**config.mk**
```make
export PLATFORM = sky130hd
export DESIGN_NAME = rtc_regfile
export DESIGN_NICKNAME = d
export VERILOG_FILES = /design/src/rtl/rtc_pkg.sv /design/src/rtl/rtc_timekeeper.sv /design/src/rtl/rtc_ptr_unit.sv /design/src/rtl/rtc_regfile.sv
export SDC_FILE = /design/constraint.sdc
export NUM_CORES = 1
export LEC_CHECK = 0
export ABC_CLOCK_PERIOD_IN_PS = 10550
export BUFFER_PORTS_ARGS = -buffer_cell sky130_fd_sc_hd__clkbuf_2
export CORE_MARGIN = 8
export CORE_UTILIZATION = 55
export DETAILED_ROUTE_END_ITERATION = 10
export PLACE_DENSITY = 0.76
export REMOVE_ABC_BUFFERS = 1
export SYNTH_ARGS = -nofsm -noshare
export SYNTH_HDL_FRONTEND = slang
export SYNTH_SLANG_ARGS = --single-unit
```
**constraint.sdc**
```tcl
create_clock -name clk -period 10.55 [get_ports clk]
set_input_delay 0.5275 -clock clk [delete_from_list [all_inputs] [get_ports clk]]
set_output_delay 0.5275 -clock clk [all_outputs]
set_load 0.05 [all_outputs]
```
**src/rtl/rtc_pkg.sv**
```systemverilog
package rtc_pkg;

    localparam int BYTE_W   = 8;
    localparam int NUM_TIME = 7;

    typedef struct packed {
        logic [6:0] year;
        logic [3:0] mon;
        logic [4:0] mday;
        logic [2:0] wday;
        logic [4:0] hour;
        logic [5:0] min;
        logic [5:0] sec;
    } rtc_time_t;

    typedef logic [NUM_TIME-1:0][BYTE_W-1:0] time_bytes_t;

    localparam rtc_time_t TIME_RESET = '{year: 7'd0, mon: 4'd1, mday: 5'd1,
                                         wday: 3'd1, hour: 5'd0, min: 6'd0,
                                         sec: 6'd0};

    function automatic logic [7:0] bin2bcd(input logic [6:0] v);
        logic [6:0] tens;
        logic [6:0] ones;
        tens = v / 7'd10;
        ones = v - tens * 7'd10;
        return {tens[3:0], ones[3:0]};
    endfunction

    function automatic logic [6:0] bcd2bin(input logic [7:0] b);
        logic [6:0] hi;
        logic [6:0] lo;
        hi = {3'b0, b[7:4]};
        lo = {3'b0, b[3:0]};
        return hi * 7'd10 + lo;
    endfunction

    function automatic logic [4:0] days_in_month(input logic [3:0] mon,
                                                 input logic [6:0] year);
        case (mon)
            4'd2:                    return (year[1:0] == 2'b00) ? 5'd29 : 5'd28;
            4'd4, 4'd6, 4'd9, 4'd11: return 5'd30;
            default:                 return 5'd31;
        endcase
    endfunction

    function automatic logic [7:0] enc_hour(input logic [4:0] h, input logic m24);
        if (m24)          return bin2bcd({2'b0, h});
        if (h == 5'd0)    return 8'h12;
        if (h < 5'd12)    return bin2bcd({2'b0, h});
        if (h == 5'd12)   return 8'h32;
        return 8'h20 | bin2bcd({2'b0, h - 5'd12});
    endfunction

    function automatic logic [4:0] dec_hour(input logic [7:0] d, input logic m24);
        logic [6:0] t;
        if (m24) begin
            t = bcd2bin({2'b0, d[5:0]});
        end else begin
            t = bcd2bin({3'b0, d[4:0]});
            if (d[5]) t = t + 7'd12;
            if (t == 7'd12)      t = 7'd0;
            else if (t == 7'd24) t = 7'd12;
        end
        return t[4:0];
    endfunction

    function automatic time_bytes_t pack_time(input rtc_time_t t, input logic m24);
        time_bytes_t b;
        b[0] = bin2bcd({1'b0, t.sec});
        b[1] = bin2bcd({1'b0, t.min});
        b[2] = enc_hour(t.hour, m24);
        b[3] = {5'b0, t.wday};
        b[4] = bin2bcd({2'b0, t.mday});
        b[5] = bin2bcd({3'b0, t.mon});
        b[6] = bin2bcd(t.year);
        return b;
    endfunction

endpackage

```
**src/rtl/rtc_timekeeper.sv**
```systemverilog
module rtc_timekeeper
    import rtc_pkg::*;
(
    input  logic       clk,
    input  logic       rst,
    input  logic       tick,
    input  logic       wr_en,
    input  logic [2:0] wr_sel,
    input  logic [7:0] wr_byte,
    input  logic       mode24,
    output rtc_time_t  now
);

    rtc_time_t cur;
    rtc_time_t adv;
    rtc_time_t nxt;

    // one-second advance with full calendar carry
    always_comb begin
        adv = cur;
        if (cur.sec == 6'd59) begin
            adv.sec = 6'd0;
            if (cur.min == 6'd59) begin
                adv.min = 6'd0;
                if (cur.hour == 5'd23) begin
                    adv.hour = 5'd0;
                    adv.wday = (cur.wday == 3'd7) ? 3'd1 : cur.wday + 3'd1;
                    if (cur.mday == days_in_month(cur.mon, cur.year)) begin
                        adv.mday = 5'd1;
                        if (cur.mon == 4'd12) begin
                            adv.mon  = 4'd1;
                            adv.year = (cur.year == 7'd99) ? 7'd0 : cur.year + 7'd1;
                        end else begin
                            adv.mon = cur.mon + 4'd1;
                        end
                    end else begin
                        adv.mday = cur.mday + 5'd1;
                    end
                end else begin
                    adv.hour = cur.hour + 5'd1;
                end
            end else begin
                adv.min = cur.min + 6'd1;
            end
        end else begin
            adv.sec = cur.sec + 6'd1;
        end
    end

    // a field write takes priority over a coincident seconds pulse
    always_comb begin
        logic [6:0] v;
        v   = '0;
        nxt = cur;
        if (wr_en) begin
            case (wr_sel)
                3'd0: begin v = bcd2bin({1'b0, wr_byte[6:0]}); nxt.sec  = v[5:0]; end
                3'd1: begin v = bcd2bin({1'b0, wr_byte[6:0]}); nxt.min  = v[5:0]; end
                3'd2: nxt.hour = dec_hour(wr_byte, mode24);
                3'd3: nxt.wday = wr_byte[2:0];
                3'd4: begin v = bcd2bin({2'b0, wr_byte[5:0]}); nxt.mday = v[4:0]; end
                3'd5: begin v = bcd2bin({3'b0, wr_byte[4:0]}); nxt.mon  = v[3:0]; end
                3'd6: nxt.year = bcd2bin(wr_byte);
                default: nxt = cur;
            endcase
        end else if (tick) begin
            nxt = adv;
        end
    end

    always_ff @(posedge clk) begin
        if (rst) cur <= TIME_RESET;
        else     cur <= nxt;
    end

    assign now = cur;

    assert_sec_wrap_R10: assert property (@(posedge clk) disable iff (rst)
        (tick && !wr_en && cur.sec == 6'd59) |=> (cur.sec == 6'd0));

    assert_time_hold_R10: assert property (@(posedge clk) disable iff (rst)
        (!tick && !wr_en) |=> $stable(cur));

endmodule

```
**src/rtl/rtc_ptr_unit.sv**
```systemverilog
module rtc_ptr_unit #(
    parameter int NREGS = 16,
    parameter int DW    = 8,
    localparam int AW   = $clog2(NREGS),
    localparam int FW   = DW - AW
) (
    input  logic          clk,
    input  logic          rst,
    input  logic          start_wr,
    input  logic          start_rd,
    input  logic          wr_valid,
    input  logic [DW-1:0] wr_data,
    input  logic          rd_req,
    output logic [AW-1:0] ptr,
    output logic [FW-1:0] fmt,
    output logic          data_wr,
    output logic          rd_go
);

    localparam logic [AW-1:0] LAST = AW'(NREGS - 1);

    logic addr_pend;
    logic addr_take;

    // one bus event per cycle; a start outranks bytes, a write outranks a read
    assign addr_take = wr_valid && addr_pend && !start_rd && !start_wr;
    assign data_wr   = wr_valid && !addr_pend && !start_rd && !start_wr;
    assign rd_go     = rd_req && !wr_valid && !start_rd && !start_wr;

    always_ff @(posedge clk) begin
        if (rst) begin
            ptr       <= '0;
            fmt       <= '0;
            addr_pend <= 1'b0;
        end else if (start_rd) begin
            ptr <= LAST;
        end else if (start_wr) begin
            addr_pend <= 1'b1;
        end else if (addr_take) begin
            ptr       <= wr_data[DW-1 -: AW];
            fmt       <= wr_data[FW-1:0];
            addr_pend <= 1'b0;
        end else if (data_wr || rd_go) begin
            ptr <= ptr + AW'(1);
        end
    end

    assert_rdstart_ptr_R3: assert property (@(posedge clk) disable iff (rst)
        start_rd |=> (ptr == LAST));

    assert_ptr_wrap_R1: assert property (@(posedge clk) disable iff (rst)
        (rd_req && !wr_valid && !start_rd && !start_wr && ptr == LAST) |=> (ptr == '0));

    assert_addr_load_R2: assert property (@(posedge clk) disable iff (rst)
        addr_take |=> (ptr == $past(wr_data[DW-1 -: AW])));

endmodule

```
**src/rtl/rtc_regfile.sv**
```systemverilog
module rtc_regfile #(
    parameter int NREGS    = 16,
    parameter int DW       = 8,
    parameter int MODE_REG = 15,
    parameter int MODE_BIT = 5,
    localparam int AW      = $clog2(NREGS),
    localparam int FW      = DW - AW
) (
    input  logic          clk,
    input  logic          rst,
    input  logic          sec_tick,
    input  logic          start_wr,
    input  logic          start_rd,
    input  logic          wr_valid,
    input  logic [DW-1:0] wr_data,
    input  logic          rd_req,
    output logic [DW-1:0] rd_data,
    output logic          rd_valid,
    output logic [FW-1:0] xfer_fmt
);
    import rtc_pkg::*;

    logic [AW-1:0] ptr;
    logic          data_wr;
    logic          rd_go;
    logic [DW-1:0] regs [NREGS];
    rtc_time_t     now;
    time_bytes_t   snap;
    logic          mode24;
    logic          time_wr;

    assign mode24  = regs[MODE_REG][MODE_BIT];
    assign time_wr = data_wr && (int'(ptr) < NUM_TIME);
    assign snap    = pack_time(now, mode24);

    rtc_ptr_unit #(.NREGS(NREGS), .DW(DW)) u_ptr (
        .clk      (clk),
        .rst      (rst),
        .start_wr (start_wr),
        .start_rd (start_rd),
        .wr_valid (wr_valid),
        .wr_data  (wr_data),
        .rd_req   (rd_req),
        .ptr      (ptr),
        .fmt      (xfer_fmt),
        .data_wr  (data_wr),
        .rd_go    (rd_go)
    );

    rtc_timekeeper u_time (
        .clk     (clk),
        .rst     (rst),
        .tick    (sec_tick),
        .wr_en   (time_wr),
        .wr_sel  (ptr[2:0]),
        .wr_byte (wr_data),
        .mode24  (mode24),
        .now     (now)
    );

    // entries below NUM_TIME are read-start shadows, the rest are storage
    for (genvar i = 0; i < NREGS; i++) begin : g_entry
        if (i < NUM_TIME) begin : g_shadow
            always_ff @(posedge clk) begin
                if (rst)           regs[i] <= '0;
                else if (start_rd) regs[i] <= snap[i];
            end
        end else begin : g_store
            always_ff @(posedge clk) begin
                if (rst)                                 regs[i] <= '0;
                else if (data_wr && ptr == AW'(i))       regs[i] <= wr_data;
            end
        end
    end

    always_ff @(posedge clk) begin
        if (rst) begin
            rd_data  <= '0;
            rd_valid <= 1'b0;
        end else begin
            rd_valid <= rd_go;
            if (rd_go) rd_data <= regs[ptr];
        end
    end

    assert_rd_latency_R12: assert property (@(posedge clk) disable iff (rst)
        (rd_req && !wr_valid && !start_rd && !start_wr) |=> rd_valid);

    assert_store_quiet_R9: assert property (@(posedge clk) disable iff (rst)
        (!wr_valid) |=> $stable(regs[MODE_REG]));

    assert_shadow_hold_R4: assert property (@(posedge clk) disable iff (rst)
        (!start_rd) |=> $stable(regs[0]));

endmodule

```
## Yosys cells after proc, flatten, opt, wreduce, memory -nomap -nowiden

Memory sizes are Yosys's and may differ from the RTL's. A register that Yosys moved wholly into a read port is not among the register bits.
Index checks and enable logic that the tools add are counted.

- Register bits after elaboration: 46
- Memory bits (writable): 128
- Input bits: 15
- Output and inout bits: 13
- Memories kept: 1

Memory list:

| memory | words | width | read ports | clocked after memory_dff | write ports | RTL line | source |
|---|---|---|---|---|---|---|---|
| regs | 16 | 8 | 2 | 1 | 16 | rtc_regfile.sv:26 | `logic [DW-1:0] regs [NREGS];` |

- Add/subtract/negate cells: 21
- $mul: 11
- Div/mod/pow operators: 7
- $lt $le $gt $ge: 2
- Eq/ne operators: 38
- Muxes and demuxes: 105
- Bitwise logic cells: 18
- Reduce and logical (&&, ||, !) cells: 46

Operator list:

| kind | number |
|---|---|
| 8-bit two-way mux | 24 |
| 36-bit two-way mux | 2 |
| 5-bit two-way mux | 10 |
| 7-bit by 3-bit multiplier with 3-bit output (second input constant) | 7 |
| 7-bit two-way mux | 7 |
| 1-bit two-way mux | 45 |
| 4-bit equality test (second input constant) | 11 |
| 30-bit two-way mux | 1 |
| 4-bit subtractor | 7 |
| 24-bit two-way mux | 1 |
| 4-bit two-way mux | 6 |
| 6-bit two-way mux | 4 |
| 5-bit by 4-bit divider with 7-bit output (second input constant) | 3 |
| 1-bit logical AND | 19 |
| 19-bit two-way mux | 1 |
| 2-bit by 1-bit != test with 1-bit output (second input constant) | 8 |
| 1-bit OR | 16 |
| 6-bit by 4-bit divider with 7-bit output (second input constant) | 2 |
| 2-bit nonzero test | 7 |
| 6-bit by 1-bit adder with 6-bit output (second input constant) | 2 |
| 3-bit equality test (second input constant) | 4 |
| 4-bit by 3-bit equality test with 1-bit output (second input constant) | 3 |
| 6-bit equality test (second input constant) | 2 |
| 11-bit two-way mux | 1 |
| 43 further kinds | 55 |

## Longest topological paths before layout

Gate-level depths: netlist (run 1).

- Word-level depth: 13
- Gate-level depth with buffers: 19
- Gate-level depth less buffers: 18

## By module

A second synthesis (run 1) with hierarchy kept.

- Cells, all modules: 1002
- Area, all modules: 10463.8 µm²

Modules (own cells, without submodules):

| module | instances | cells each | area each (µm²) |
|---|---|---|---|
| rtc_regfile | 1 | 570 | 6934.2 |
| rtc_timekeeper | 1 | 375 | 3029.2 |
| rtc_ptr_unit | 1 | 57 | 500.5 |

## Worst setup path after synthesis (run 1)

Ideal clock, no wire load.

- Path type: reg2reg
- Start point: reg u_time.cur, in the netlist u_time.now[10]
- End point: mem regs[1][3], data pin
- Data arrival time: 3654 ps
- Slack: 6744 ps
- Stages on the path, launching flop included: 19
- Path buffers: 1
- Period minus slack after synthesis: 3806 ps
- Cells stage by stage: dfxtp_1 clkbuf_1 inv_1 ha_1 nor2_1 a221oi_1 o31ai_1 a21oi_1 ha_1 a22o_1 a211oi_1 nor2_1 inv_1 ha_1 inv_1 fa_1 xnor2_1 or4_1 o21ai_0

RTL lines:

| item | RTL line | source |
|---|---|---|
| from (decl) | rtc_timekeeper.sv:14 | `rtc_time_t cur;` |
| from (signal assigned) | rtc_timekeeper.sv:73 | `else cur <= nxt;` |
| to (decl) | rtc_regfile.sv:26 |  |

==> impl_metrics.json, run 1 <==
{
  "status": "finished clean",
  "synthArstFlopShare": 0,
  "start_util": 0.562,
  "stdcell_count": 1295,
  "min_from": "rd_data[5]",
  "yosysWarnings": 0,
  "dp_hpwl_um": 18300,
  "cts_resized": 0,
  "grt_pass1_wl_um": 43500,
  "seqPwrFrac": 0.470,
  "ant_nets": 0,
  "syn_area_per_cell_um2": 9.85,
  "cts_made_buffers": 17,
  "post_drt_wl_per_cell_um": 20.7,
  "path_class": "reg -> reg",
  "diodes": 0,
  "port_buffers": 27,
  "synthFlopType": "edfxtp_1",
  "finalWorstSetupSlack_ps": 6330,
  "clock_latency_ps": 430,
  "clk_pin_slew_worst_paths_ps": 70,
  "grt-ovfl-total": 0,
  "design.core.area_mm2": 0.0188,
  "grtUsageMet1": 0.316,
  "reg2reg_depth": 16,
  "syn2layout_area_growth_pct": 7.70,
  "worstMarginPinSlew_ps": 1100,
  "synth-seq-area-share": 0.427,
  "rsz0062_at_grt": "false",
  "cts_max_level": 4,
  "reg2reg_to": "regs[1][3]",
  "die_h_um": 154,
  "hp-class": "reg -> reg",
  "via_per_inst": 6.47,
  "hold_violations": 0,
  "grt_pass1_vias": 8053,
  "power_switching_w": 0.000438,
  "drive_gt1_frac": 0.114,
  "hold_buffers": 0,
  "irDropWorstVdd_mv": 0.105,
  "p_leak_nw": 4.55,
  "whs_ps": 455,
  "slew_headroom": 0.258,
  "die-area_mm2": 0.0239,
  "cts_num_sinks": 168,
  "crit_arrival_ps": 4460,
  "globalRoute.busiestLayer": "met2",
  "synth_edf_count": 114,
  "cts_tree": "built",
  "ys_types": 75,
  "drt_iter0_markers": 965,
  "power_frac_clock": 0.413,
  "utilization": 0.605,
  "path_max_fanout": 12,
  "maxSlewViolCount": 0,
  "combPwrFrac": 0.118,
  "rrSetupSlack_ps": 6330,
  "drt_wl_total_um": 26800,
  "grt_start_max_net_pins": 57,
  "clockRootBuffer": "clkbuf_16",
  "tns_ps": 0,
  "min_path_cells": 2,
  "final_nets": 1133,
  "die_w_um": 154,
  "finalSetupViolations": 0,
  "post_cts_buffers": 0,
  "use_met2": 0.361,
  "setup.worst_path.start_class": "register",
  "power.share.switching": 0.279,
  "maxCapViolations": 0,
  "ios": 28,
  "syn-cell-area_mm2": 0.0105,
  "syn_inst": 1070,
  "r2r_start": "u_time.now[9]",
  "drtPass1Iterations": 5,
  "routabilityCongestion": 0.965,
  "std_cell_rows": 50,
  "nFillCells": 1533,
  "synth_seq_cells": 168,
  "drc": 0,
  "cp-end-kind": "register",
  "fmax_mhz": 237,
  "p_per_area_mw_per_mm2": 138,
  "finalCritPeriodShare": 0.400,
  "dp_cells": 1263,
  "cp.required_ps": 10790,
  "grtUsageTotal": 0.232,
  "finClkSkew_ps": 12.1,
  "grt_antenna_before_repair": 0,
  "period_minus_slack_ps": 4220,
  "vias": 8383,
  "cts_buffer_depth": 2,
  "power.internal_w": 0.00113,
  "pre_cts_ws_ps": 6420,
  "met3_usage": 0.0443,
  "hold-path-endpoint": "rd_data[5]"
}
-- worst max-delay path by stage --
stage	start	end	slack [ps]
floorplan	u_time.now[9]	regs[1][3]	6830
global placement	u_time.now[9]	regs[1][3]	6590
detailed placement	u_time.now[9]	regs[1][3]	6420
CTS	u_time.now[9]	regs[1][3]	6390
global route	u_time.now[9]	regs[1][3]	6040
finish	u_time.now[9]	regs[1][3]	6330
-- layer usage --
metal	part of all wire	routed length, µm
met5	0	0
met4	0.028	741
met3	0.093	2500
met2	0.46	12200
met1	0.42	11400
-- per-stage QoR --
stage	total power (W)	instance area [µm²]
after floorplan	0.000865	10200
after global placement	0.000931	10700
after detailed placement	0.000935	10700
after CTS	0.00158	11400
after global routing	0.00162	11400
final	0.00157	11400
-- final cells by class --
cell class | count | area (µm²) | share of cell area
clock buffer | 17 | 425 | 0.0375
clock inverter | 15 | 196 | 0.0173
multi-input combinational | 772 | 5520 | 0.486
timing repair buffer | 40 | 233 | 0.0205
tap | 234 | 293 | 0.0258
inverter | 49 | 184 | 0.0162
sequential | 168 | 4510 | 0.397
-- sequential cells by signal, summed over array words and instances, names as in the netlist --
register and count:
rd_data 8, rd_valid 1, regs 114, u_ptr.addr_pend 1
u_ptr.fmt 4, u_ptr.ptr 4, u_time.now 36
-- worst max-delay path, cell delays in order, from the launching register on --
cell and delay (ps):
dfxtp_1 530, ha_1 250, nor2_1 100, a221oi_1 520, o31ai_1 150, a21oi_1 320
ha_1 300, a22o_1 210, a211oi_1 250, nor2_1 120, inv_1 70, ha_1 130
inv_1 50, fa_1 370, xnor2_1 160, or4_1 400, o21ai_0 130
-- power by group through the flow --
stage | clock network (W) | registers [W] | logic, W
3_3_place_gp | 0 | 0.000752 | 0.000180
5_1_grt | 0.000679 | 0.000741 | 0.000199
3_5_place_dp | 0 | 0.000753 | 0.000182
6_report | 0.000648 | 0.000739 | 0.000185
4_1_cts | 0.000654 | 0.000738 | 0.000183
2_1_floorplan | 0 | 0.000760 | 0.000105
-- kinds of logic (layout without fill, tap and decap cells) --
group           count (synthesis)  count (layout)  share of synthesized area
simple gates                  391             391                      0.191
compound gates                236             236                      0.147
flops                         168             168                      0.427
buf+inv                       130             121                     0.0494
fa+ha+maj                      70              70                     0.0873
mux                            45              45                     0.0728
xor+xnor                       30              30                     0.0249
-- cell usage after synthesis (15+ instances only) --
cell type / instances / area share
nor2_1: 98 / 0.035
mux4_2: 25 / 0.053
dfxtp_1: 54 / 0.10
mux2i_1: 17 / 0.016
edfxtp_1: 114 / 0.32
xnor2_1: 20 / 0.017
nand2_1: 80 / 0.028
inv_1: 49 / 0.017
a21oi_1: 65 / 0.031
ha_1: 64 / 0.076
clkbuf_1: 62 / 0.022
a31oi_1: 15 / 0.0089
nor3_1: 16 / 0.0076
nand3_1: 24 / 0.011
a211oi_1: 17 / 0.012
and2_1: 21 / 0.012
and3_1: 79 / 0.047
nand2b_1: 17 / 0.010
o21ai_0: 48 / 0.023
-- cells in the final DEF, fill, tap and decap left out, drive strengths merged, types with 8 or more instances in the layout --
cell type / count
edfxtp: 114
xor2: 10
nand3: 24
o21ai: 49
dfxtp: 54
nor2b: 13
and2: 21
and3: 79
a31oi: 15
a21o: 8
buf: 13
a211oi: 18
clkbuf: 44
a21oi: 67
a311oi: 10
nor3b: 9
mux4: 25
nand2b: 17
o211ai: 9
nand2: 80
inv: 57
mux2i: 17
xnor2: 20
ha: 64
nor2: 98
nor3: 18
Power figures use the tool's default switching activity.
==> run 2: changes to the inputs <==
- ABC_CLOCK_PERIOD_IN_PS: 10550 -> 4200
- clock period: 10.55 -> 4.2 ns (I/O delays scaled with it)
==> run 2 against run 1 <==
  * Critical path depth did not move
  * Worst hold slack got worse by 270 ps
  * Power rose by 150%
  * First-iteration DRC count fell by 2.6%
  * Worst setup slack got worse by 6000 ps
  * Via count fell by 1.4%
  * Largest cell class unchanged
  * Largest power group unchanged
==> impl_metrics.json, run 2 (same netlist as run 1, synthesis figures left out) <==
{
  "status": "finished clean",
  "seqPwrFrac": 0.477,
  "finalSetupViolations": 0,
  "cts_buffer_depth": 2,
  "post_drt_wl_per_cell_um": 21.0,
  "pre_cts_ws_ps": 217,
  "hold_violations": 0,
  "largest_reg_flops": 114,
  "irDropWorstVdd_mv": 0.303,
  "place_area_mm2": 0.0108,
  "clockRootBuffer": "clkbuf_16",
  "die-area_mm2": 0.0239,
  "grt_pass1_vias": 7941,
  "grt_antenna_before_repair": 0,
  "slew_headroom": 0.261,
  "post_cts_buffers": 0,
  "cts_tree": "built",
  "path_delay_family": "compound AO/OA/AOI/OAI gates",
  "drc": 0,
  "vias": 8263,
  "final_cell_area_mm2": 0.0114,
  "finClkSkew_ps": 16.7,
  "die_w_um": 154,
  "nFillCells": 1516,
  "drt_wl_total_um": 27300,
  "final_nets": 1140,
  "drt_iter0_markers": 940,
  "path_buf_inv": 3,
  "grt-ovfl-total": 0,
  "start_util": 0.562,
  "power_frac_clock": 0.402,
  "drtPass1Iterations": 5,
  "period_minus_slack_ps": 3890,
  "ios": 28,
  "worstMarginPinSlew_ps": 1100,
  "final_common_cell": "edfxtp_1",
  "routabilityCongestion": 0.972,
  "cp.required_ps": 4490,
  "drive_gt1_frac": 0.124,
  "maxSlewViolCount": 0,
  "grt_pass1_wl_um": 43400,
  "maxCapViolations": 0,
  "cts_resized": 0,
  "critPathLaunch": "u_time.now[9]",
  "crit_path_max_incr_delay_ps": 540,
  "r2r_start": "u_time.now[9]",
  "p_per_area_mw_per_mm2": 341,
  "cts_max_level": 4,
  "power_switching_w": 0.00110,
  "hold_buffers": 0,
  "cts_made_buffers": 17,
  "dp_hpwl_um": 18700,
  "clk_pin_slew_worst_paths_ps": 80,
  "min_from": "wr_valid",
  "regMostFlops": "regs",
  "die_h_um": 154,
  "path_class": "reg -> reg",
  "rsz0062_at_grt": "false",
  "p_leak_nw": 4.58,
  "tns_ps": 0,
  "crit_arrival_ps": 4180,
  "fmax_mhz": 257,
  "diodes": 0,
  "path_max_fanout": 12,
  "ant_nets": 0,
  "cp-end-kind": "register",
  "power.share.switching": 0.283,
  "final_cell_mix": "edfxtp_1, nor2_1, nand2_1, and3_1, a21oi_1",
  "combPwrFrac": 0.121,
  "cts_num_sinks": 168,
  "grt_start_max_net_pins": 44,
  "via_per_inst": 6.35,
  "crit_chain": "inv_1 -> ha_1 -> a221oi_2 -> o31ai_1 -> a21oi_1 -> ha_1 -> a22o_1 -> a211oi_2 -> nor2_1 -> inv_1 -> ha_1 -> inv_1 -> fa_1 -> xnor2_1 -> or4_1 -> o21ai_0",
  "clock_latency_ps": 450,
  "syn2layout_area_growth_pct": 8.20,
  "critical_path.slowest_cell": "dfxtp_1",
  "power.internal_w": 0.00279,
  "whs_ps": 184,
  "setup.worst_path.start_class": "register",
  "port_buffers": 27,
  "finalCritPeriodShare": 0.926,
  "design.core.area_mm2": 0.0188,
  "grtUsageTotal": 0.234,
  "std_cell_rows": 50,
  "finalWorstSetupSlack_ps": 311,
  "hp-class": "in -> reg"
}
-- run 2: path summary, 6_finish.rpt --
check,end,slack (ps),cells past startpoint
worst max-delay path,regs[1][3],310,16
worst min register to register,rd_data[5],450,2
worst max register to register,regs[1][3],310,16
worst min-delay path,u_ptr.addr_pend,180,4
-- run 2: worst register-to-register path, cell delays in order, from the launching register on --
cell      delay, ps
dfxtp_1         540
inv_1           200
ha_1            250
a221oi_2        300
o31ai_1         130
a21oi_1         220
ha_1            260
a22o_1          220
a211oi_2        230
nor2_1          110
inv_1            60
ha_1            130
inv_1            50
fa_1            390
xnor2_1         170
or4_1           400
o21ai_0          80
-- run 2: power by group through the flow --
| stage | combinational [W] | clock [W] | sequential (W) |
|---|---|---|---|
| final | 0.000470 | 0.00156 | 0.00185 |
| after floorplan | 0.000265 | 0 | 0.00191 |
| after global placement | 0.000458 | 0 | 0.00189 |
| after CTS | 0.000468 | 0.00157 | 0.00185 |
| after global routing | 0.000512 | 0.00164 | 0.00186 |
| after detailed placement | 0.000464 | 0 | 0.00189 |
-- run 2: through the flow --
step | instances | power, W | utilization
floorplan | 989 | 0.00217 | -
global placement | 1270 | 0.00234 | 0.575
detailed placement | 1270 | 0.00235 | 0.575
CTS | 1302 | 0.00389 | 0.607
global route | 1302 | 0.00401 | 0.608
finish | 1302 | 0.00389 | 0.608
-- run 2: cell type report --
class                   count  area (µm²)  area share
inverters                  49         184      0.0161
well taps                 234         293      0.0257
multi-input cells         772        5530       0.485
flip-flops and latches    168        4510       0.395
repair buffers             47         285      0.0250
clock buffers              17         425      0.0373
clock inverters            15         179      0.0157
-- run 2: layer usage --
| layer | vias to the layer above | GRT usage | wire, µm | part of all wire |
|---|---|---|---|---|
| met5 | - | 0 | 0 | 0 |
| met4 | 0 | 0.0845 | 690 | 0.025 |
| met3 | 58 | 0.0529 | 2710 | 0.099 |
| met2 | 387 | 0.368 | 12400 | 0.46 |
| met1 | 3927 | 0.312 | 11500 | 0.42 |
| li1 | 3891 | - | - | - |
